<file path="config.mk">
export PLATFORM = sky130hd
export DESIGN_NAME = pixclk_gated_div
export DESIGN_NICKNAME = d
export VERILOG_FILES = /design/src/rtl/pcd_pkg.sv /design/src/rtl/pcd_sync.sv /design/src/rtl/pcd_seq.sv /design/src/rtl/pcd_halfext.sv /design/src/rtl/pixclk_gated_div.sv
export SDC_FILE = /design/constraint.sdc
export NUM_CORES = 1
export LEC_CHECK = 0
export ABC_AREA = 1
export BUFFER_PORTS_ARGS = -buffer_cell sky130_fd_sc_hd__buf_2
export CAP_MARGIN = 20
export CORE_AREA = 2 2 45 47
export DETAILED_ROUTE_END_ITERATION = 10
export DIE_AREA = 0 0 47 49
export PLACE_DENSITY = 0.75
export RECOVER_POWER = 50
export SYNTH_ARGS = -nofsm -noshare
export SYNTH_HDL_FRONTEND = slang
export SYNTH_SLANG_ARGS = --single-unit
export TNS_END_PERCENT = 30
</file>
<file path="constraint.sdc">
create_clock -name clk_fast -period 3.1 [get_ports clk_fast]
set_input_delay 0.62 -clock clk_fast [delete_from_list [all_inputs] [get_ports clk_fast]]
set_output_delay 0.62 -clock clk_fast [all_outputs]
set_load 0.05 [all_outputs]
</file>
<file path="src/rtl/pcd_pkg.sv">
`timescale 1ns/100ps
package pcd_pkg;
  parameter int unsigned SEL_W = 4;
  parameter int unsigned MOD_W = 5;

  typedef logic [MOD_W-1:0] mod_t;
  typedef logic [SEL_W-1:0] sel_t;

  // Select code to divide ratio; unlisted codes fall back to four.
  function automatic mod_t sel_to_mod(input sel_t sel);
    mod_t m;
    case (sel)
      4'd0:    m = mod_t'(3);
      4'd1:    m = mod_t'(4);
      4'd2:    m = mod_t'(5);
      4'd3:    m = mod_t'(6);
      4'd4:    m = mod_t'(8);
      4'd5:    m = mod_t'(10);
      4'd6:    m = mod_t'(12);
      4'd7:    m = mod_t'(16);
      4'd8:    m = mod_t'(20);
      default: m = mod_t'(4);
    endcase
    return m;
  endfunction
endpackage

</file>
<file path="src/rtl/pcd_sync.sv">
`timescale 1ns/100ps
module pcd_sync #(
  parameter int unsigned STAGES = 2
) (
  input  logic clk,
  input  logic rst_n,
  input  logic en_pol,
  input  logic en_req,
  output logic en_s
);
  logic act;
  logic [STAGES-1:0] chain_q;
  logic [STAGES-1:0] chain_d;

  assign act = en_pol ? en_req : ~en_req;

  generate
    for (genvar i = 0; i < STAGES; i++) begin : g_stage
      if (i == 0) begin : g_first
        assign chain_d[i] = act;
      end else begin : g_next
        assign chain_d[i] = chain_q[i-1];
      end
    end
  endgenerate

  always_ff @(posedge clk or negedge rst_n) begin
    if (!rst_n) chain_q <= '0;
    else        chain_q <= chain_d;
  end

  assign en_s = chain_q[STAGES-1];
endmodule

</file>
<file path="src/rtl/pcd_seq.sv">
`timescale 1ns/100ps
module pcd_seq
  import pcd_pkg::*;
(
  input  logic clk,
  input  logic rst_n,
  input  logic en_s,
  input  sel_t div_sel,
  output logic lo_phase,
  output logic odd_mode
);
  logic run_q, run_d;
  mod_t cnt_q, cnt_d;
  mod_t mod_q, mod_d;
  logic lo_q,  lo_d;
  logic at_end;

  assign at_end = (cnt_q == mod_t'(mod_q - 1'b1));

  always_comb begin
    run_d = run_q;
    cnt_d = cnt_q;
    mod_d = mod_q;
    if (!run_q) begin
      // parked: track the select, start when enabled
      mod_d = sel_to_mod(div_sel);
      cnt_d = '0;
      if (en_s) run_d = 1'b1;
    end else if (at_end) begin
      cnt_d = '0;
      if (en_s) mod_d = sel_to_mod(div_sel);
      else      run_d = 1'b0;
    end else begin
      cnt_d = cnt_q + 1'b1;
    end
    lo_d = run_d && (cnt_d < (mod_d >> 1));
  end

  always_ff @(posedge clk or negedge rst_n) begin
    if (!rst_n) begin
      run_q <= 1'b0;
      cnt_q <= '0;
      mod_q <= mod_t'(4);
      lo_q  <= 1'b0;
    end else begin
      run_q <= run_d;
      cnt_q <= cnt_d;
      mod_q <= mod_d;
      lo_q  <= lo_d;
    end
  end

  assign lo_phase = lo_q;
  assign odd_mode = mod_q[0];

  a_r1_legal_ratio: assert property (@(posedge clk) disable iff (!rst_n)
    mod_q inside {5'd3, 5'd4, 5'd5, 5'd6, 5'd8, 5'd10, 5'd12, 5'd16, 5'd20});

  a_r3_count_in_range: assert property (@(posedge clk) disable iff (!rst_n)
    run_q |-> (cnt_q < mod_q));

  a_r7_ratio_held: assert property (@(posedge clk) disable iff (!rst_n)
    (run_q && $past(run_q) && cnt_q != '0) |-> $stable(mod_q));

  a_r6_stop_at_end: assert property (@(posedge clk) disable iff (!rst_n)
    ($past(run_q) && !run_q) |-> ($past(cnt_q) == mod_t'($past(mod_q) - 1'b1)));

  a_r8_parked_high: assert property (@(posedge clk) disable iff (!rst_n)
    !run_q |-> !lo_q);

  a_r5_fresh_start: assert property (@(posedge clk) disable iff (!rst_n)
    $rose(run_q) |-> (cnt_q == '0 && lo_q && $past(en_s)));
endmodule

</file>
<file path="src/rtl/pcd_halfext.sv">
`timescale 1ns/100ps
module pcd_halfext (
  input  logic clk,
  input  logic rst_n,
  input  logic lo_phase,
  input  logic odd_mode,
  output logic clk_div
);
  logic lo_neg_q;

  // half-period delayed copy of the low phase
  always_ff @(negedge clk or negedge rst_n) begin
    if (!rst_n) lo_neg_q <= 1'b0;
    else        lo_neg_q <= lo_phase;
  end

  assign clk_div = ~(lo_phase | (odd_mode & lo_neg_q));

  always_ff @(posedge clk) begin
    if (rst_n === 1'b0) begin
      a_r8_reset_high: assert (clk_div === 1'b1);
    end
  end

  a_r3_stretch_only_odd: assert property (@(posedge clk) disable iff (!rst_n)
    (!odd_mode && !lo_phase) |-> clk_div);
endmodule

</file>
<file path="src/rtl/pixclk_gated_div.sv">
`timescale 1ns/100ps
module pixclk_gated_div
  import pcd_pkg::*;
#(
  parameter int unsigned SYNC_STAGES = 2
) (
  input  logic             clk_fast,
  input  logic             rst_n,
  input  logic [SEL_W-1:0] div_sel,
  input  logic             en_pol,
  input  logic             en_req,
  output logic             clk_div
);
  logic en_s;
  logic lo_phase;
  logic odd_mode;

  pcd_sync #(.STAGES(SYNC_STAGES)) u_sync (
    .clk    (clk_fast),
    .rst_n  (rst_n),
    .en_pol (en_pol),
    .en_req (en_req),
    .en_s   (en_s)
  );

  pcd_seq u_seq (
    .clk      (clk_fast),
    .rst_n    (rst_n),
    .en_s     (en_s),
    .div_sel  (div_sel),
    .lo_phase (lo_phase),
    .odd_mode (odd_mode)
  );

  pcd_halfext u_ext (
    .clk      (clk_fast),
    .rst_n    (rst_n),
    .lo_phase (lo_phase),
    .odd_mode (odd_mode),
    .clk_div  (clk_div)
  );
endmodule

</file>
# Yosys cells after proc, flatten, opt, wreduce, memory -nomap -nowiden
# Memories as Yosys holds them, arrays and structs flattened.
# Index checks and enable logic that the tools add are counted.
dict set report op_classes {
  n_lt_le_gt_ge 1
  n_bitwise 4
  eq_ne 3
  mux 9
  n_addsub 2
  reduce_logical 2
}
# cell n
set ops {}
lappend ops {{two-way mux 5 bit} 5}
lappend ops {{adder 5 x 1 -> 5 bit (second input constant)} 1}
lappend ops {{== test 5 bit} 1}
lappend ops {{less-than comparator 5 x 4 -> 1 bit} 1}
lappend ops {{subtractor 5 x 1 -> 5 bit (second input constant)} 1}
lappend ops {{two-way mux 1 bit} 4}
lappend ops {{inequality test 2 bit (second input constant)} 2}
lappend ops {{inverter 1 bit} 2}
lappend ops {{AND reduction 2 bit} 1}
lappend ops {{bitwise AND 1 bit} 1}
lappend ops {{logical AND 1 bit} 1}
lappend ops {{OR 1 bit} 1}
dict set report totals {
  elab_cells 30
  n_memories 2
  reg_bits 15
  romBits 160
}
# name words width rd rd_ports_with_merged_regs wr line_no
set mem_list {}
lappend mem_list {{(no name shown)} 16 5 1 0 0 pcd_pkg.sv:12} ;# case (sel)
lappend mem_list {{(no name shown)} 16 5 1 0 0 pcd_pkg.sv:12}

# Logic depth before layout (Yosys ltp)
# Gate-level depths: netlist (run 1).
dict set report logic_depth {
  ltp_word 6
  depth_mapped 20
  ltp_nobuf 20
}

# Hierarchy
# From an unflattened synthesis (run 1), not the netlist that was laid out.
dict set report unflattened {
  hier_cells 138
  hier_area_um2 1026.0
}
# mod instances cells_per_inst area_each_um2
set by_module_without_submodules {}
lappend by_module_without_submodules {pcd_seq 1 129 923.4}
lappend by_module_without_submodules {pcd_sync 1 7 68.8}
lappend by_module_without_submodules {pcd_halfext 1 2 33.8}

==> reports/results.ini, run 1 <==
[critical_path]
critPathMaxFanout = 1
cp_top_family = flip-flops
worst_path_max_delay_cell = dfrtn_1
crit_buf_inv = 1
worstPathRequired_ns = 2.48
crit_chain = a21oi_2, buf_6
start_kind = register
crit_start = u_ext.lo_neg_q
critPathArrivalTime_ns = 2.48
path_class = reg2out
critPathMaxStageDelay_ns = 0.34
crit_cells = 2
rr_startpoint = u_seq.mod_q[0]
r2r_cells = 19
end_kind = primary output

[synth]
synthAdderAreaFrac_pct = 11.24
synth.distinct_cells = 23
synth_area_sq_um = 1002
syn-num-nets = 148
yosysTopAreaCell = dfrtp_1
synth_top_family_by_area = simple AND/OR/NAND/NOR gates
synth_xor_xnor_area_share_pct = 3.496
synth-simple-area-share_pct = 29.84
synth_compound_area_share_pct = 8.489
yosys_most_used_dff = dfrtp_1
syn_avg_cell_area_sq_um = 7.650
synth_edf_count = 0
synth_seq_cells = 15
synth_cells = 131
synth_top_area_share_pct = 32.46
synthMuxAreaShare_pct = 0
ys_seq_area_share_pct = 37.58
netlist_top_cells_count = nand2_1, inv_1, dfrtp_1
yosysWarnings = 0
yosys.cell_count.top_type = nand2_1
ys_async_sr_fraction_pct = 100.0
synth_top_cells_by_area = dfrtp_1, nand2_1, ha_1, inv_1, nand3_1

[timing]
postLayoutSetupSlackWorst_ns = -0.001741
slew_viol_final = 0
setup_viol = 1
skew_ns = 0.007965
rsz0062_at_grt = true
slew_headroom_pct = 49.94
worst_slew_pin_slew_ns = 0.7509
hold_viol = 0

[floorplan]
initial_utilization_pct = 54.42
pin_count = 9
die_y_microns = 49
row_count = 16
die_area_sq_um = 2303
die_x_microns = 47
core_area_sq_um = 1842

[clocking]
cts_buffer_depth = 2
cts_buffers = 3
path_clk_slew_ns = 0.09
insertion_delay_ns = 0.29
holdBufCountCts = 0
cts-root-buf = clkbuf_4
cts_max_level = 1
cts_num_sinks = 15
cts_tree = yes

[layout]
antennaDiodeCount = 0
regArea_sq_um = 376.6
layout-drive-gt1-share_pct = 18.18
fill_cells = 187
utilization_pct = 60.39
stdcell_area_sq_um = 1112
fin_nets = 161
syn2layout_area_growth_pct = 10.99
multi_input_area_sq_um = 535.5

[drt]
antenna_left = 0
drt_iter0_drc = 15
via_per_inst = 4.706
drc = 0
dr_total_vias = 800
drt-wirelength-per-cell_microns = 10.10
routed_wl_microns = 1717
first_pass_iters = 4

[grt]
grtUsageTotal_pct = 18.62
first_global_vias = 780
overflow = 0
grt_pass1_wl_microns = 3063
antenna_found_initial = 0
grt_max_degree = 16

[outcome]
status = finished, violations left
violations = negative setup slack

[min_path]
hp-class = in2async

[place]
gp_congestion = 0.7934
dp_hpwl_microns = 1439
place_ws_ns = 0.2268
place_area_sq_um = 1080
io_buffers = 8

[power]
power_mw = 1.234
peakVddDrop_mv = 0.5374
power_density_nw_per_um2 = 1109
p_leak_nw = 0.6189

[job]
cap_violations = 0

through the flow:
| step | cells | TNS [ns] | hold slack (ns) |
|---|---|---|---|
| after floorplan | 131 | 0 | 0.3244 |
| after global placement | 166 | 0 | 0.3336 |
| after detailed placement | 166 | 0 | 0.3434 |
| after CTS | 170 | -0.009349 | 0.2076 |
| after global routing | 170 | -0.03830 | 0.3682 |
| final | 170 | -0.001741 | 0.3566 |
path summary, 6_finish.rpt:
kind,slack (ns),to
worst min-delay path,0.36,u_seq.lo_phase
min in group clk_fast,0.36,u_sync.chain_q[1]
max in group asynchronous,0.81,u_ext.lo_neg_q
worst max-delay path,-0.002,clk_div
worst max register to register,0.63,u_seq.lo_phase
worst min register to register,0.36,u_sync.chain_q[1]
cell type report:
type	instances	area share, %
Clock inverter	1	0.4499
Sequential cell	15	33.86
Inverter	25	8.436
Multi-Input combinational cell	91	48.14
Clock buffer	3	2.025
Tap cell	27	3.037
Timing Repair Buffer	8	4.049
logic make-up (layout without fill, tap and decap cells):
kind of cell,count (synthesis),in the layout
AND/OR/NAND/NOR,67,67
adder cells (fa/ha/maj),9,9
AO/OA/AOI/OAI,11,11
flip-flops,15,15
XOR/XNOR,4,4
buffers and inverters,25,37
cells in the final DEF (no fill, tap or decap), types with 2 or more instances in the layout:
cell | synthesis | layout
nand2_4 | 2 | 2
o21ai_2 | 2 | 2
nor2_1 | 12 | 12
clkbuf_4 | 0 | 3
dfrtp_1 | 13 | 13
xor2_1 | 2 | 2
xnor2_1 | 2 | 2
nand2_2 | 2 | 2
ha_1 | 9 | 9
a21oi_2 | 1 | 2
o21ai_0 | 2 | 2
nand3_1 | 10 | 10
inv_1 | 22 | 22
inv_2 | 3 | 3
a21oi_1 | 4 | 3
buf_2 | 0 | 6
nand2_1 | 37 | 37
layer usage:
metal  global-route usage, %  part of all wire, %
met1                   22.84                   43
met2                   31.28                   52
met3                   2.222                  2.1
met4                   8.333                  2.4
met5                       0                    0
timing repair:
action | in CTS | in global routing
endpoints found under the setup margin | 1 | 1
buffers inserted | 0 | 0
resized for setup | 2 | 0
pin swaps | 1 | 0
where the power goes:
group	switching, mW	internal (mW)
clock	0.0642	0.0481
sequential	0.0774	0.288
combinational	0.463	0.294
sequential cells by signal, indices dropped and copies added, names as in the netlist:
| register | cells |
|---|---|
| u_seq.run_q | 1 |
| u_seq.mod_q | 5 |
| u_ext.lo_neg_q | 1 |
| u_seq.lo_phase | 1 |
| u_seq.cnt_q | 5 |
| u_sync.chain_q | 2 |
Power figures use the tool's default switching activity.
==> run 2: changes to the inputs <==
Settings changed: CORE_AREA 2 2 45 47 to 5 5 48 50, DIE_AREA 0 0 47 49 to 0 0 53 55.
==> run 2 against run 1 <==
The run now ends clean; register-to-register slack worse by 0.03 ns; critical path depth is the same; non-clock buffer count stayed put; clock skew rose by 0.00082 ns; first-iteration DRC count decreased by 27%; global-route usage down 4.8 points; via count is 3.0% higher; flip-flop and latch count did not move; combinational power is essentially flat; clock power is essentially flat.
==> reports/results.ini, run 2 (same netlist as run 1, synthesis figures left out) <==
[outcome]
status = finished clean  ; was finished, violations left

[drt]
dr_total_vias = 824  ; was 800
routed_wl_microns = 1671  ; was 1717 microns
drc = 0  ; unchanged
first_pass_iters = 5  ; was 4
via_per_inst = 4.847  ; was 4.706
drt-wirelength-per-cell_microns = 9.829  ; was 10.10 microns
antenna_left = 0  ; unchanged
drt_iter0_drc = 11  ; was 15

[critical_path]
end_kind = primary output  ; unchanged
cp_top_family = flip-flops  ; unchanged
worst_path_max_delay_cell = dfrtn_1  ; unchanged
crit_path_end = clk_div  ; unchanged
critPathMaxStageDelay_ns = 0.34  ; about the same
start_kind = register  ; unchanged
path_class = reg2out  ; unchanged
crit_buf_inv = 1  ; unchanged
rr_startpoint = u_seq.mod_q[0]  ; unchanged
crit_start = u_ext.lo_neg_q  ; unchanged
crit_cells = 2  ; unchanged
reg2reg_setup_slack_ns = 0.60  ; was 0.63 ns
worstPathRequired_ns = 2.48  ; about the same
critPathMaxFanout = 1  ; unchanged
critPathArrivalTime_ns = 2.47  ; was 2.48 ns
crit_chain = a21oi_2, buf_6  ; unchanged
r2r-end = u_seq.lo_phase  ; unchanged
r2r_cells = 19  ; unchanged

[place]
gp_congestion = 0.7346  ; was 0.7934
io_buffers = 8  ; unchanged
dp_hpwl_microns = 1422  ; was 1439 microns

[power]
power_mw = 1.232  ; was 1.234 mW
peakVddDrop_mv = 0.4842  ; was 0.5374 mV
p_int_mw = 0.6290  ; was 0.6296 mW
pwr-share-clk_pct = 8.9  ; was 9.1%
p_leak_nw = 0.6189  ; unchanged
power_density_nw_per_um2 = 1107  ; was 1109 nW/um^2
netSwitchingPower_mw = 0.6026  ; was 0.6043 mW
p_seq_share_pct = 29.7  ; was 29.6%
switching_share_pct = 48.93  ; was 48.97%
comb_power_share_pct = 61.4  ; was 61.3%

[timing]
setup_tns_ns = 0  ; was -0.001741 ns
skew_ns = 0.008784  ; was 0.007965 ns
worst_slew_pin_slew_ns = 0.7539  ; was 0.7509 ns
slew_viol_final = 0  ; unchanged
slew_headroom_pct = 49.74  ; was 49.94%
hold_viol = 0  ; unchanged
setup_viol = 0  ; was 1
hold_ws_ns = 0.3599  ; was 0.3566 ns
rsz0062_at_grt = true  ; unchanged

[grt]
first_global_vias = 777  ; was 780
grt_max_degree = 16  ; unchanged
grt_pass1_wl_microns = 2987  ; was 3063 microns
antenna_found_initial = 0  ; unchanged
overflow = 0  ; unchanged
grtUsageTotal_pct = 13.80  ; was 18.62%

[clocking]
cts_buffer_depth = 2  ; unchanged
post_cts_buffers = 0  ; unchanged
insertion_delay_ns = 0.28  ; was 0.29 ns
path_clk_slew_ns = 0.09  ; about the same
cts_max_level = 1  ; unchanged
cts_tree = yes  ; unchanged
cts-root-buf = clkbuf_4  ; unchanged
holdBufCountCts = 0  ; unchanged
cts_buffers = 3  ; unchanged
cts_num_sinks = 15  ; unchanged

[min_path]
hp-class = reg2reg  ; was in2async

[floorplan]
initial_utilization_pct = 53.83  ; was 54.42%
pin_count = 9  ; unchanged
die_y_microns = 55  ; was 49 microns
die_area_sq_um = 2915  ; was 2303 sq um
core_area_sq_um = 1862  ; was 1842 sq um
row_count = 16  ; unchanged
die_x_microns = 53  ; was 47 microns

[layout]
antennaDiodeCount = 0  ; unchanged
largestRegisters = u_seq.cnt_q: 5 flops, u_seq.mod_q: 5 flops, u_sync.chain_q: 2 flops  ; unchanged
layout-drive-gt1-share_pct = 18.18  ; unchanged
mostFrequentLayoutCell = nand2_1  ; unchanged
fin_nets = 161  ; unchanged
layout_common_cells = nand2_1, inv_1, dfrtp_1  ; unchanged
syn2layout_area_growth_pct = 10.99  ; unchanged

[job]
cap_violations = 0  ; unchanged

-- run 2: cell counts in the layout (fill, tap and decap cells not counted) --
Identical to the previous run, type by type.
-- run 2: how the worst min path moves through the flow --
| stage | start | endpoint | slack [ns] | depth (start not counted) |
|---|---|---|---|---|
| 2_1_floorplan | rst_n | u_seq.cnt_q[0] | 0.32 | 0 |
| 3_3_place_gp | u_sync.chain_q[0] | u_sync.chain_q[1] | 0.33 | 0 |
| 3_5_place_dp | u_sync.chain_q[0] | u_sync.chain_q[1] | 0.34 | 0 |
| 4_1_cts | rst_n | u_seq.mod_q[0] | 0.22 | 1 |
| 5_1_grt | u_sync.chain_q[0] | u_sync.chain_q[1] | 0.38 | 0 |
| 6_report | u_sync.chain_q[0] | u_sync.chain_q[1] | 0.36 | 0 |
-- run 2: final cells by class --
type                       count  area (sq um)
timing repair buffer           8         45.04
inverter                      25         93.84
clock inverter                 1         5.005
sequential                    15         376.6
clock buffer                   3         22.52
multi-input combinational     91         535.5
fill                         182         749.5
tap                           27         33.78
-- run 2: per-stage QoR --
stage / instance area [sq um] / utilization [%] / worst slack [ns] / cells
2_1_floorplan: 1006 / - / 0.1285 / 131
3_3_place_gp: 1080 / 58.00 / 0.2317 / 166
3_5_place_dp: 1080 / 58.00 / 0.2221 / 166
4_1_cts: 1114 / 59.81 / -0.004941 / 170
5_1_grt: 1112 / 59.74 / -0.02366 / 170
6_report: 1112 / 59.74 / 0.006586 / 170
-- run 2: metal layers --
metal | track usage, % | vias to the layer above | part of all wire, %
li1 | - | 435 | -
met1 | 16.03 | 372 | 43
met2 | 25.41 | 15 | 52
met3 | 2.413 | 2 | 4.0
met4 | 5.106 | 0 | 0.48
met5 | 0 | - | 0
-- run 2: worst reg2reg max path: stages, from the launching register on --
cell and delay (ns):
dfrtp_1 0.45, inv_2 0.07, ha_1 0.30, inv_1 0.04, nand2_1 0.04, nand2_1 0.05
nor2_1 0.10, nand2_1 0.07, nor2_2 0.09, nand2_2 0.10, nand2_4 0.11, nand2_4 0.10
nand2_1 0.09, o21ai_2 0.06, ha_1 0.30, a21oi_1 0.13, nand2_1 0.07, nor2_1 0.09
nand2_1 0.07, a21oi_2 0.11
-- run 2: power groups by stage --
| stage | registers, mW | logic [mW] | clock network, mW |
|---|---|---|---|
| final | 0.366 | 0.757 | 0.109 |
| after global routing | 0.377 | 0.872 | 0.120 |
| after global placement | 0.365 | 0.713 | 0 |
| after floorplan | 0.351 | 0.616 | 0 |
| after detailed placement | 0.370 | 0.746 | 0 |
| after CTS | 0.366 | 0.760 | 0.113 |
-- run 2: timing repair --
action                                  CTS  global route
gates resized for setup                   2             0
pin swaps                                 1             0
cloned                                    0             0
endpoints found under the setup margin    1             1
==> run 3: changes to the inputs <==
Settings changed: CORE_AREA 5 5 48 50 to 5 5 47 49, CTS_BUF_LIST set to sky130_fd_sc_hd__clkbuf_8, DIE_AREA 0 0 53 55 to 0 0 52 54, PLACE_DENSITY 0.75 to 0.78.
==> run 3 against run 2 <==
Sequential power barely moved; count of clock-buffer cells in the layout stayed put; cell count is the same; highest routed layer unchanged; worst hold slack lost 0.0014 ns; final area increased by 1.6%; critical path depth unchanged; sequential share of layout area decreased by 0.52 points; first-iteration DRC count fell by 100%; via count decreased by 2.9%; clock skew rose by 0.0087 ns; register-to-register slack lost 0.03 ns.
==> reports/results.ini, run 3 (same netlist as run 1, synthesis figures left out) <==
[min_path]
hp-class = reg2reg  ; unchanged
hold_path_depth = 0  ; unchanged

[floorplan]
die_x_microns = 52  ; was 53 microns
die_y_microns = 54  ; was 55 microns
row_count = 16  ; unchanged
pin_count = 9  ; unchanged
die_area_sq_um = 2808  ; was 2915 sq um
core_area_sq_um = 1822  ; was 1862 sq um
initial_utilization_pct = 55.01  ; was 53.83%

[outcome]
status = finished clean  ; unchanged

[grt]
overflow = 0  ; unchanged
antenna_found_initial = 0  ; unchanged
grtUsageTotal_pct = 16.04  ; was 13.80%
first_global_vias = 791  ; was 777
grt_pass1_wl_microns = 3208  ; was 2987 microns
grt_max_degree = 16  ; unchanged

[drt]
routed_wl_microns = 1802  ; was 1671 microns
drt_iter0_drc = 0  ; was 11
first_pass_iters = 1  ; was 5
drc = 0  ; unchanged
dr_total_vias = 800  ; was 824
antenna_left = 0  ; unchanged
drt-wirelength-per-cell_microns = 10.60  ; was 9.829 microns
via_per_inst = 4.706  ; was 4.847

[critical_path]
worstPathRequired_ns = 2.48  ; about the same
start_kind = register  ; unchanged
end_kind = primary output  ; unchanged
critPathMaxStageDelay_ns = 0.34  ; about the same
critPathArrivalTime_ns = 2.46  ; was 2.47 ns
crit_cells = 2  ; unchanged
path_class = reg2out  ; unchanged
worst_path_max_delay_cell = dfrtn_1  ; unchanged
crit_chain = a21oi_2, buf_6  ; unchanged
r2r_cells = 19  ; unchanged
cp_top_family = flip-flops  ; unchanged
crit_buf_inv = 1  ; unchanged
critPathMaxFanout = 1  ; unchanged

[power]
p_leak_nw = 0.6281  ; was 0.6189 nW
power_density_nw_per_um2 = 1144  ; was 1107 nW/um^2
netSwitchingPower_mw = 0.6215  ; was 0.6026 mW
power_mw = 1.292  ; was 1.232 mW
p_int_mw = 0.6709  ; was 0.6290 mW
switching_share_pct = 48.09  ; was 48.93%
comb_power_share_pct = 59.9  ; was 61.4%
p_seq_share_pct = 28.5  ; was 29.7%
pwr-share-clk_pct = 11.6  ; was 8.9%
peakVddDrop_mv = 0.6335  ; was 0.4842 mV

[place]
dp_hpwl_microns = 1447  ; was 1422 microns
gp_congestion = 0.7489  ; was 0.7346
place_area_sq_um = 1080  ; unchanged
dp.cells = 166  ; unchanged
io_buffers = 8  ; unchanged

[clocking]
cts_max_level = 1  ; unchanged
path_clk_slew_ns = 0.05  ; was 0.09 ns
cts_num_sinks = 15  ; unchanged
cts_buffers = 3  ; unchanged
cts_tree = yes  ; unchanged
post_cts_buffers = 0  ; unchanged
cts-root-buf = clkbuf_8  ; was clkbuf_4
insertion_delay_ns = 0.26  ; was 0.28 ns
cts_buffer_depth = 2  ; unchanged
holdBufCountCts = 0  ; unchanged

[job]
cap_violations = 0  ; unchanged

[layout]
stdcell_area_sq_um = 1130  ; was 1112 sq um
largestRegisters = u_seq.cnt_q: 5 flops, u_seq.mod_q: 5 flops, u_sync.chain_q: 2 flops  ; unchanged
layout-drive-gt1-share_pct = 17.48  ; was 18.18%
layout_common_cells = nand2_1, inv_1, dfrtp_1  ; unchanged
mostFrequentLayoutCell = nand2_1  ; unchanged
syn2layout_area_growth_pct = 12.73  ; was 10.99%
fin_nets = 161  ; unchanged
fill_cells = 170  ; was 182
instances_no_fill = 170  ; unchanged
antennaDiodeCount = 0  ; unchanged

[timing]
setup_viol = 0  ; unchanged
skew_ns = 0.01744  ; was 0.008784 ns
hold_ws_ns = 0.3585  ; was 0.3599 ns
hold_viol = 0  ; unchanged
rsz0062_at_grt = false  ; was true
slew_viol_final = 0  ; unchanged
worst_slew_pin_slew_ns = 0.7398  ; was 0.7539 ns
slew_headroom_pct = 50.68  ; was 49.74%
setup_tns_ns = 0  ; unchanged

-- run 3: stage by stage --
stage          util [%]  worst slack [ns]
4_1_cts           62.09          0.008464
3_3_place_gp      59.27            0.2322
6_report          62.02           0.01832
5_1_grt           62.02          0.002284
2_1_floorplan         -            0.1285
3_5_place_dp      59.27            0.2175
-- run 3: repair_timing --
item / 4_1_cts / 5_1_grt
hold endpoints to repair: 0 / 0
endpoints found under the setup margin: 1 / 0
resized for setup: 2 / 0
-- run 3: power groups by stage --
stage | combinational, mW | sequential, mW | clock (mW)
after CTS | 0.780 | 0.368 | 0.155
after detailed placement | 0.753 | 0.371 | 0
after global routing | 0.901 | 0.381 | 0.160
after floorplan | 0.616 | 0.351 | 0
final | 0.774 | 0.368 | 0.150
after global placement | 0.711 | 0.364 | 0
-- run 3: worst paths after layout --
| kind | from | end | slack (ns) |
|---|---|---|---|
| max | u_ext.lo_neg_q | clk_div | 0.02 |
| min | u_sync.chain_q[0] | u_sync.chain_q[1] | 0.36 |
| max reg2reg | u_seq.mod_q[0] | u_seq.lo_phase | 0.57 |
| min reg2reg | u_sync.chain_q[0] | u_sync.chain_q[1] | 0.36 |
| max in group asynchronous | rst_n | u_ext.lo_neg_q | 0.78 |
| min in group asynchronous | rst_n | u_seq.cnt_q[2] | 0.41 |
-- run 3: layout make-up --
cell class,count,area [sq um],share of cell area [%]
clock buffer,3,41.29,3.654
clock inverter,1,3.754,0.3322
inverter,25,93.84,8.306
multi-input combinational,91,535.5,47.40
sequential,15,376.6,33.33
tap,27,33.78,2.990
timing repair buffer,8,45.04,3.987
-- run 3: worst reg2reg max path: cells and delay by family, from the launching register on --
| family | cells | cell delay (ns) |
|---|---|---|
| flip-flops | 1 | 0.43 |
| buffers and inverters | 4 | 0.24 |
| AO/OA/AOI/OAI | 2 | 0.29 |
| AND/OR/NAND/NOR | 11 | 0.89 |
| adder cells (fa/ha/maj) | 2 | 0.58 |
-- run 3: routing by layer --
| layer | vias up | track usage (%) | routed length (microns) |
|---|---|---|---|
| met5 | - | 0 | 0 |
| met4 | 0 | 10.48 | 59 |
| met3 | 5 | 2.493 | 31 |
| met2 | 9 | 29.71 | 976 |
| met1 | 362 | 16.72 | 736 |
| li1 | 424 | - | - |
